<file path="src/rtl/alu4_pkg.sv">
package alu4_pkg;

    localparam int unsigned ALU_W = 4;

    typedef enum logic [3:0] {
        OP_ADD = 4'h0,
        OP_CMP = 4'h1,
        OP_INV = 4'h2,
        OP_AND = 4'h3,
        OP_OR  = 4'h4,
        OP_XOR = 4'h5
    } alu_op_e;

    // Bit 3 overflow, bit 2 greater, bit 1 less, bit 0 zero.
    typedef struct packed {
        logic ovf;
        logic gt;
        logic lt;
        logic zero;
    } alu_flags_t;

    typedef struct packed {
        logic       wr;
        alu_flags_t mask;
        alu_flags_t val;
    } alu_ctl_t;

    function automatic logic op_is_logic(input logic [3:0] c);
        return (c == OP_INV) || (c == OP_AND) || (c == OP_OR) || (c == OP_XOR);
    endfunction

    function automatic logic op_is_defined(input logic [3:0] c);
        return c <= 4'h5;
    endfunction

    function automatic alu_flags_t merge_flags(input alu_flags_t cur,
                                               input alu_flags_t mask,
                                               input alu_flags_t val);
        return (cur & ~mask) | (val & mask);
    endfunction

endpackage

</file>
<file path="src/rtl/alu4_src_mux.sv">
module alu4_src_mux #(
    parameter int unsigned DATA_W  = 4,
    parameter int unsigned NUM_SRC = 3,
    localparam int unsigned SEL_W  = $clog2(NUM_SRC + 1)
) (
    input  logic [NUM_SRC-1:0][DATA_W-1:0] src_i,
    input  logic [SEL_W-1:0]               sel_i,
    output logic [DATA_W-1:0]              opd_o
);
    logic [NUM_SRC-1:0][DATA_W-1:0] gated;

    for (genvar g = 0; g < NUM_SRC; g++) begin : g_src
        assign gated[g] = (sel_i == SEL_W'(g)) ? src_i[g] : '0;
    end

    always_comb begin
        opd_o = '0;
        for (int i = 0; i < NUM_SRC; i++) begin
            opd_o = opd_o | gated[i];
        end
    end
endmodule

</file>
<file path="src/rtl/alu4_core.sv">
module alu4_core
    import alu4_pkg::*;
#(
    parameter int unsigned DATA_W = 4
) (
    input  logic [3:0]        cmd_i,
    input  logic [DATA_W-1:0] a_i,
    input  logic [DATA_W-1:0] x_i,
    output logic [DATA_W-1:0] res_o,
    output alu_ctl_t          ctl_o
);
    logic [DATA_W:0] sum;
    assign sum = {1'b0, a_i} + {1'b0, x_i};

    always_comb begin
        res_o = a_i;
        ctl_o = '0;
        case (alu_op_e'(cmd_i))
            OP_ADD: begin
                res_o          = sum[DATA_W-1:0];
                ctl_o.wr       = 1'b1;
                ctl_o.mask     = '{ovf: 1'b1, gt: 1'b0, lt: 1'b0, zero: 1'b1};
                ctl_o.val.ovf  = sum[DATA_W];
                ctl_o.val.zero = (sum[DATA_W-1:0] == '0);
            end
            OP_CMP: begin
                ctl_o.mask     = '{ovf: 1'b0, gt: 1'b1, lt: 1'b1, zero: 1'b1};
                ctl_o.val.gt   = a_i > x_i;
                ctl_o.val.lt   = a_i < x_i;
                ctl_o.val.zero = a_i == x_i;
            end
            OP_INV, OP_AND, OP_OR, OP_XOR: begin
                case (alu_op_e'(cmd_i))
                    OP_INV:  res_o = ~a_i;
                    OP_AND:  res_o = a_i & x_i;
                    OP_OR:   res_o = a_i | x_i;
                    default: res_o = a_i ^ x_i;
                endcase
                ctl_o.wr       = 1'b1;
                ctl_o.mask     = '{ovf: 1'b1, gt: 1'b0, lt: 1'b0, zero: 1'b1};
                ctl_o.val.ovf  = 1'b0;
                ctl_o.val.zero = (res_o == '0);
            end
            default: begin
                res_o = a_i;
                ctl_o = '0;
            end
        endcase
    end
endmodule

</file>
<file path="src/rtl/alu4_flag_reg.sv">
module alu4_flag_reg
    import alu4_pkg::*;
(
    input  logic       clk,
    input  logic       rst,
    input  logic       upd_i,
    input  alu_flags_t mask_i,
    input  alu_flags_t val_i,
    output alu_flags_t flags_o
);
    alu_flags_t flags_q;

    always_ff @(posedge clk) begin
        if (rst) begin
            flags_q <= '0;
        end else if (upd_i) begin
            flags_q <= merge_flags(flags_q, mask_i, val_i);
        end
    end

    assign flags_o = flags_q;

    p_idle_hold_r7: assert property (@(posedge clk) disable iff (rst)
        !upd_i |=> $stable(flags_o));

    p_reset_clear_r8: assert property (@(posedge clk)
        rst |=> (flags_o == '0));

    p_rel_exclusive_r3: assert property (@(posedge clk) disable iff (rst)
        $countones({flags_o.gt, flags_o.lt}) <= 1);
endmodule

</file>
<file path="src/rtl/alu4_acc.sv">
module alu4_acc
    import alu4_pkg::*;
#(
    parameter int unsigned DATA_W  = 4,
    parameter int unsigned NUM_SRC = 3,
    parameter int unsigned CMD_W   = 4,
    localparam int unsigned SEL_W  = $clog2(NUM_SRC + 1),
    localparam int unsigned FLAG_W = $bits(alu_flags_t)
) (
    input  logic              clk,
    input  logic              rst,
    input  logic              exec_en,
    input  logic [CMD_W-1:0]  cmd,
    input  logic [SEL_W-1:0]  src_sel,
    input  logic [DATA_W-1:0] acc_in,
    input  logic [DATA_W-1:0] reg_b,
    input  logic [DATA_W-1:0] reg_c,
    input  logic [DATA_W-1:0] reg_d,
    output logic [DATA_W-1:0] result,
    output logic              acc_wr_en,
    output logic [FLAG_W-1:0] flags
);
    logic [NUM_SRC-1:0][DATA_W-1:0] srcs;
    logic [DATA_W-1:0]              opd;
    alu_ctl_t                       ctl;
    alu_flags_t                     flags_q;
    logic [3:0]                     cmd4;

    assign srcs = {reg_d, reg_c, reg_b};
    assign cmd4 = 4'(cmd);

    alu4_src_mux #(.DATA_W(DATA_W), .NUM_SRC(NUM_SRC)) src_mux_i (
        .src_i (srcs),
        .sel_i (src_sel),
        .opd_o (opd)
    );

    alu4_core #(.DATA_W(DATA_W)) core_i (
        .cmd_i (cmd4),
        .a_i   (acc_in),
        .x_i   (opd),
        .res_o (result),
        .ctl_o (ctl)
    );

    alu4_flag_reg flag_reg_i (
        .clk     (clk),
        .rst     (rst),
        .upd_i   (exec_en),
        .mask_i  (ctl.mask),
        .val_i   (ctl.val),
        .flags_o (flags_q)
    );

    assign acc_wr_en = exec_en & ctl.wr;
    assign flags     = flags_q;

    p_cmp_no_wb_r3: assert property (@(posedge clk) disable iff (rst)
        (cmd4 == OP_CMP) |-> !acc_wr_en);

    p_inv_result_r4: assert property (@(posedge clk) disable iff (rst)
        (cmd4 == OP_INV) |-> (result == ~acc_in));

    p_no_overflow_r6: assert property (@(posedge clk) disable iff (rst)
        (exec_en && op_is_logic(cmd4)) |=> !flags[3]);

    p_unused_hold_r9: assert property (@(posedge clk) disable iff (rst)
        !op_is_defined(cmd4) |=> $stable(flags));

    p_unused_no_wb_r9: assert property (@(posedge clk) disable iff (rst)
        !op_is_defined(cmd4) |-> !acc_wr_en);

    p_idle_no_wb_r7: assert property (@(posedge clk) disable iff (rst)
        !exec_en |-> !acc_wr_en);
endmodule

</file>
<file path="config.mk">
export PLATFORM = sky130hd
export DESIGN_NAME = alu4_acc
export DESIGN_NICKNAME = d
export VERILOG_FILES = /design/src/rtl/alu4_pkg.sv /design/src/rtl/alu4_src_mux.sv /design/src/rtl/alu4_core.sv /design/src/rtl/alu4_flag_reg.sv /design/src/rtl/alu4_acc.sv
export SDC_FILE = /design/constraint.sdc
export NUM_CORES = 1
export LEC_CHECK = 0
export ABC_CLOCK_PERIOD_IN_PS = 6700
export BUFFER_PORTS_ARGS = -buffer_cell sky130_fd_sc_hd__buf_2
export CAP_MARGIN = 20
export CELL_PAD_IN_SITES_DETAIL_PLACEMENT = 0
export CELL_PAD_IN_SITES_GLOBAL_PLACEMENT = 1
export CORE_UTILIZATION = 37
export CTS_BUF_LIST = sky130_fd_sc_hd__clkbuf_16
export CTS_CLUSTER_DIAMETER = 100
export DETAILED_ROUTE_END_ITERATION = 7
export PLACE_DENSITY_LB_ADDON = 0.1
export SKIP_CTS_REPAIR_TIMING = 1
export SKIP_LAST_GASP = 1
export SLEW_MARGIN = 10
export SYNTH_ARGS = -nofsm -noshare
export SYNTH_HDL_FRONTEND = slang
export SYNTH_SLANG_ARGS = --single-unit
</file>
<file path="constraint.sdc">
create_clock -name clk -period 6.7 [get_ports clk]
set_input_delay 0.335 -clock clk [delete_from_list [all_inputs] [get_ports clk]]
set_output_delay 0.335 -clock clk [all_outputs]
set_load 0.1 [all_outputs]
</file>
==> flow_metrics.env <==
export IMPL_run_status="finished clean"
export IMPL_setup_worst_path_start_class="primary input"
export IMPL_max_slew_worst_pin_slew_ns=0.652
export IMPL_powerDensity_nw_per_um2=185
export IMPL_synth_cells=131
export IMPL_global_route_usage_total_pct=19.8
export IMPL_synth_edff_count=0
export IMPL_worst_path_buf_inv=3
export IMPL_mappedNetlistArea_um2=951
export IMPL_area_growth_pct=24.5
export IMPL_slew_violations=0
export IMPL_synth_ff_latch_count=4
export IMPL_floorplan_core_area_um2=2450
export IMPL_synth_sequential_area_ratio_pct=8.42
export IMPL_layout_worst_path_cycle_share_pct=42.0
export IMPL_finalWeightedCongestion=0.838
export IMPL_drcViolationCount=0
export IMPL_clk_path_buf_depth=2
export IMPL_crit_path_cell_trace="buf_2 > nor2b_1 > a21o_1 > inv_1 > ha_1 > a21o_1 > a21oi_1 > xnor2_1 > a221o_1 > buf_2"
export IMPL_criticalPathCategory="in2out"
export IMPL_grt_first_pass_wirelength_um=4110
export IMPL_cp_end_kind="output port"
export IMPL_slew_limit_headroom_pct=55.9
export IMPL_cp_top_family="compound AO/OA/AOI/OAI gates"
export IMPL_drtIter0Drc=33
export IMPL_totalNegativeSetupSlack_ns=0
export IMPL_min_path_type="in2reg"
export IMPL_maximum_number_of_pins_on_one_net_before_global_route_repair=21
export IMPL_total_wirelength_of_the_detailed_routed_design_um=2610
export IMPL_number_of_i_o_port_buffers=33
export IMPL_power_static_leakage_nw=0.593
export IMPL_crit_fanout=5
export IMPL_nFillCells=259
export IMPL_htree_num_levels=1
export IMPL_hold_vio_cnt_final=0
export IMPL_clkSlewWorstSetupHoldPaths_ns=0.03
export IMPL_design_die_area_um2=2780
export IMPL_clock_fmax_ghz=0.355
export IMPL_die_extent_in_x_um=52.7
export IMPL_period_minus_slack_ns=2.82
export IMPL_crit_required_ns=6.36
export IMPL_drt_antenna_violating_nets=0
export IMPL_via_count_of_the_first_global_routing_pass=910
export IMPL_clock_skew_ns=0
export IMPL_worstSkewPairLatency_ns=0.22
export IMPL_finalSetupViolations=0
export IMPL_die_y_um=52.7
export IMPL_cp_slowest_cell="sky130_fd_sc_hd__buf_2"
export IMPL_ys_async_sr_fraction_pct=0
export IMPL_insertedDiodeCount=0
export IMPL_mostFrequentLayoutCell="sky130_fd_sc_hd__buf_2"
export IMPL_ys_types=40
export IMPL_grt_overflow_total=0
export IMPL_totalPowerFinal_w=0.000219
export IMPL_yosys_most_used_dff="sky130_fd_sc_hd__dfxtp_1"
export IMPL_postSynthNetCount=169
export IMPL_yosysWarnings=0
export IMPL_ir_worst_vdd_mv=0.245
export IMPL_rows=18
export IMPL_hpwlAfterDp_um=2100
export IMPL_wl_cell_um=13.7
export IMPL_antenna_found_initial=0
export IMPL_start_util_pct=38.7
export IMPL_max_cap_viol_count=0
export IMPL_cts_tree="done"
export IMPL_cts_sink_count=4
export IMPL_clock_root_buffer="sky130_fd_sc_hd__clkbuf_16"
export IMPL_design_portCount=34
export IMPL_timing_critical_path_arrival_ns=2.48
export IMPL_rsz0062_at_grt="false"
export IMPL_postSynthAreaPerCell_um2=7.26
export IMPL_via_count=1058
export IMPL_delay_of_the_slowest_cell_on_the_worst_path_ns=0.42
export IMPL_mostFrequentLayoutCells="sky130_fd_sc_hd__buf_2 (33), sky130_fd_sc_hd__inv_1 (14), sky130_fd_sc_hd__nor2_1 (12), sky130_fd_sc_hd__ha_1 (12), sky130_fd_sc_hd__a21oi_1 (10)"
export IMPL_cts_made_buffers=3
export IMPL_drive_above_1_share_pct=23.1
export IMPL_drtPass1Iterations=4
export IMPL_detail_route_vias_per_cell=5.57
export IMPL_num_nets_final=200
## power breakdown
part           switching, W  internal [W]
clock network     0.0000179     0.0000764
registers       0.000000259     0.0000246
logic             0.0000684     0.0000312
## logic make-up (layout without fill, tap and decap cells)
family	count (synthesis)	after routing	synth area share, %
AOI/OAI and AO/OA	39	39	28.4
xor gates and xnor gates	2	2	1.84
adders and majority gates	13	13	17.9
buffers and inverters	21	50	10.3
DFF	4	4	8.42
muxes	4	4	4.21
and+or+nand+nor	48	48	28.9
## routing by layer
layer  global-route usage [%]  vias to the layer above  part of all wire [%]
met2                     32.5                       33                    47
li1                         -                      531                     -
met4                     1.75                        0                  0.35
met3                     4.06                        2                   4.4
met5                        0                        -                     0
met1                     27.2                      492                    48
## cells in the mapped netlist (2+ instances only)
library cell,instances,area share [%]
sky130_fd_sc_hd__a21o_1,6,4.7
sky130_fd_sc_hd__mux2i_1,4,4.2
sky130_fd_sc_hd__nand2_1,8,3.2
sky130_fd_sc_hd__a22oi_1,2,1.6
sky130_fd_sc_hd__o32ai_1,2,1.8
sky130_fd_sc_hd__a221o_1,3,3.2
sky130_fd_sc_hd__nand2b_1,3,2.0
sky130_fd_sc_hd__buf_2,3,1.6
sky130_fd_sc_hd__nor2b_1,5,3.3
sky130_fd_sc_hd__o21ai_0,4,2.1
sky130_fd_sc_hd__nor4b_1,2,1.8
sky130_fd_sc_hd__clkbuf_1,2,0.79
sky130_fd_sc_hd__nor2_1,12,4.7
sky130_fd_sc_hd__buf_6,2,2.4
sky130_fd_sc_hd__nand3b_1,2,1.6
sky130_fd_sc_hd__ha_1,12,16
sky130_fd_sc_hd__nor4_1,2,1.3
sky130_fd_sc_hd__nor3_1,4,2.1
sky130_fd_sc_hd__inv_1,14,5.5
sky130_fd_sc_hd__nor3b_1,5,3.9
sky130_fd_sc_hd__o211ai_1,3,2.4
sky130_fd_sc_hd__a21oi_1,10,5.3
sky130_fd_sc_hd__dfxtp_1,4,8.4
## final cells by class
cell class,count,area [µm²],share of cell area (%)
clock buffer,3,75.1,6.34
timing repair buffer,33,165,14.0
inverter,14,52.6,4.44
multi-input combinational,106,773,65.3
tap,30,37.5,3.17
sequential,4,80.1,6.77
## final timing paths
path	start	to	slack (ns)	cells after the start
setup reg to reg	flop	flop	6.04	3
setup / recovery	src_sel[0]	result[3]	3.88	10
hold reg to reg	flop	flop	0.45	2
hold / removal	rst	flop	0.33	2
## per-stage QoR
step	hold slack (ns)	setup slack, ns	cell area, µm²	std cells	utilization [%]
2_1_floorplan	0.404	3.78	951	131	-
3_3_place_gp	0.436	3.87	1110	187	45.2
3_5_place_dp	0.442	3.86	1110	187	45.2
4_1_cts	0.328	3.86	1180	190	48.2
5_1_grt	0.332	3.70	1180	190	48.2
6_report	0.328	3.88	1180	190	48.2
Power figures use the tool's default switching activity.
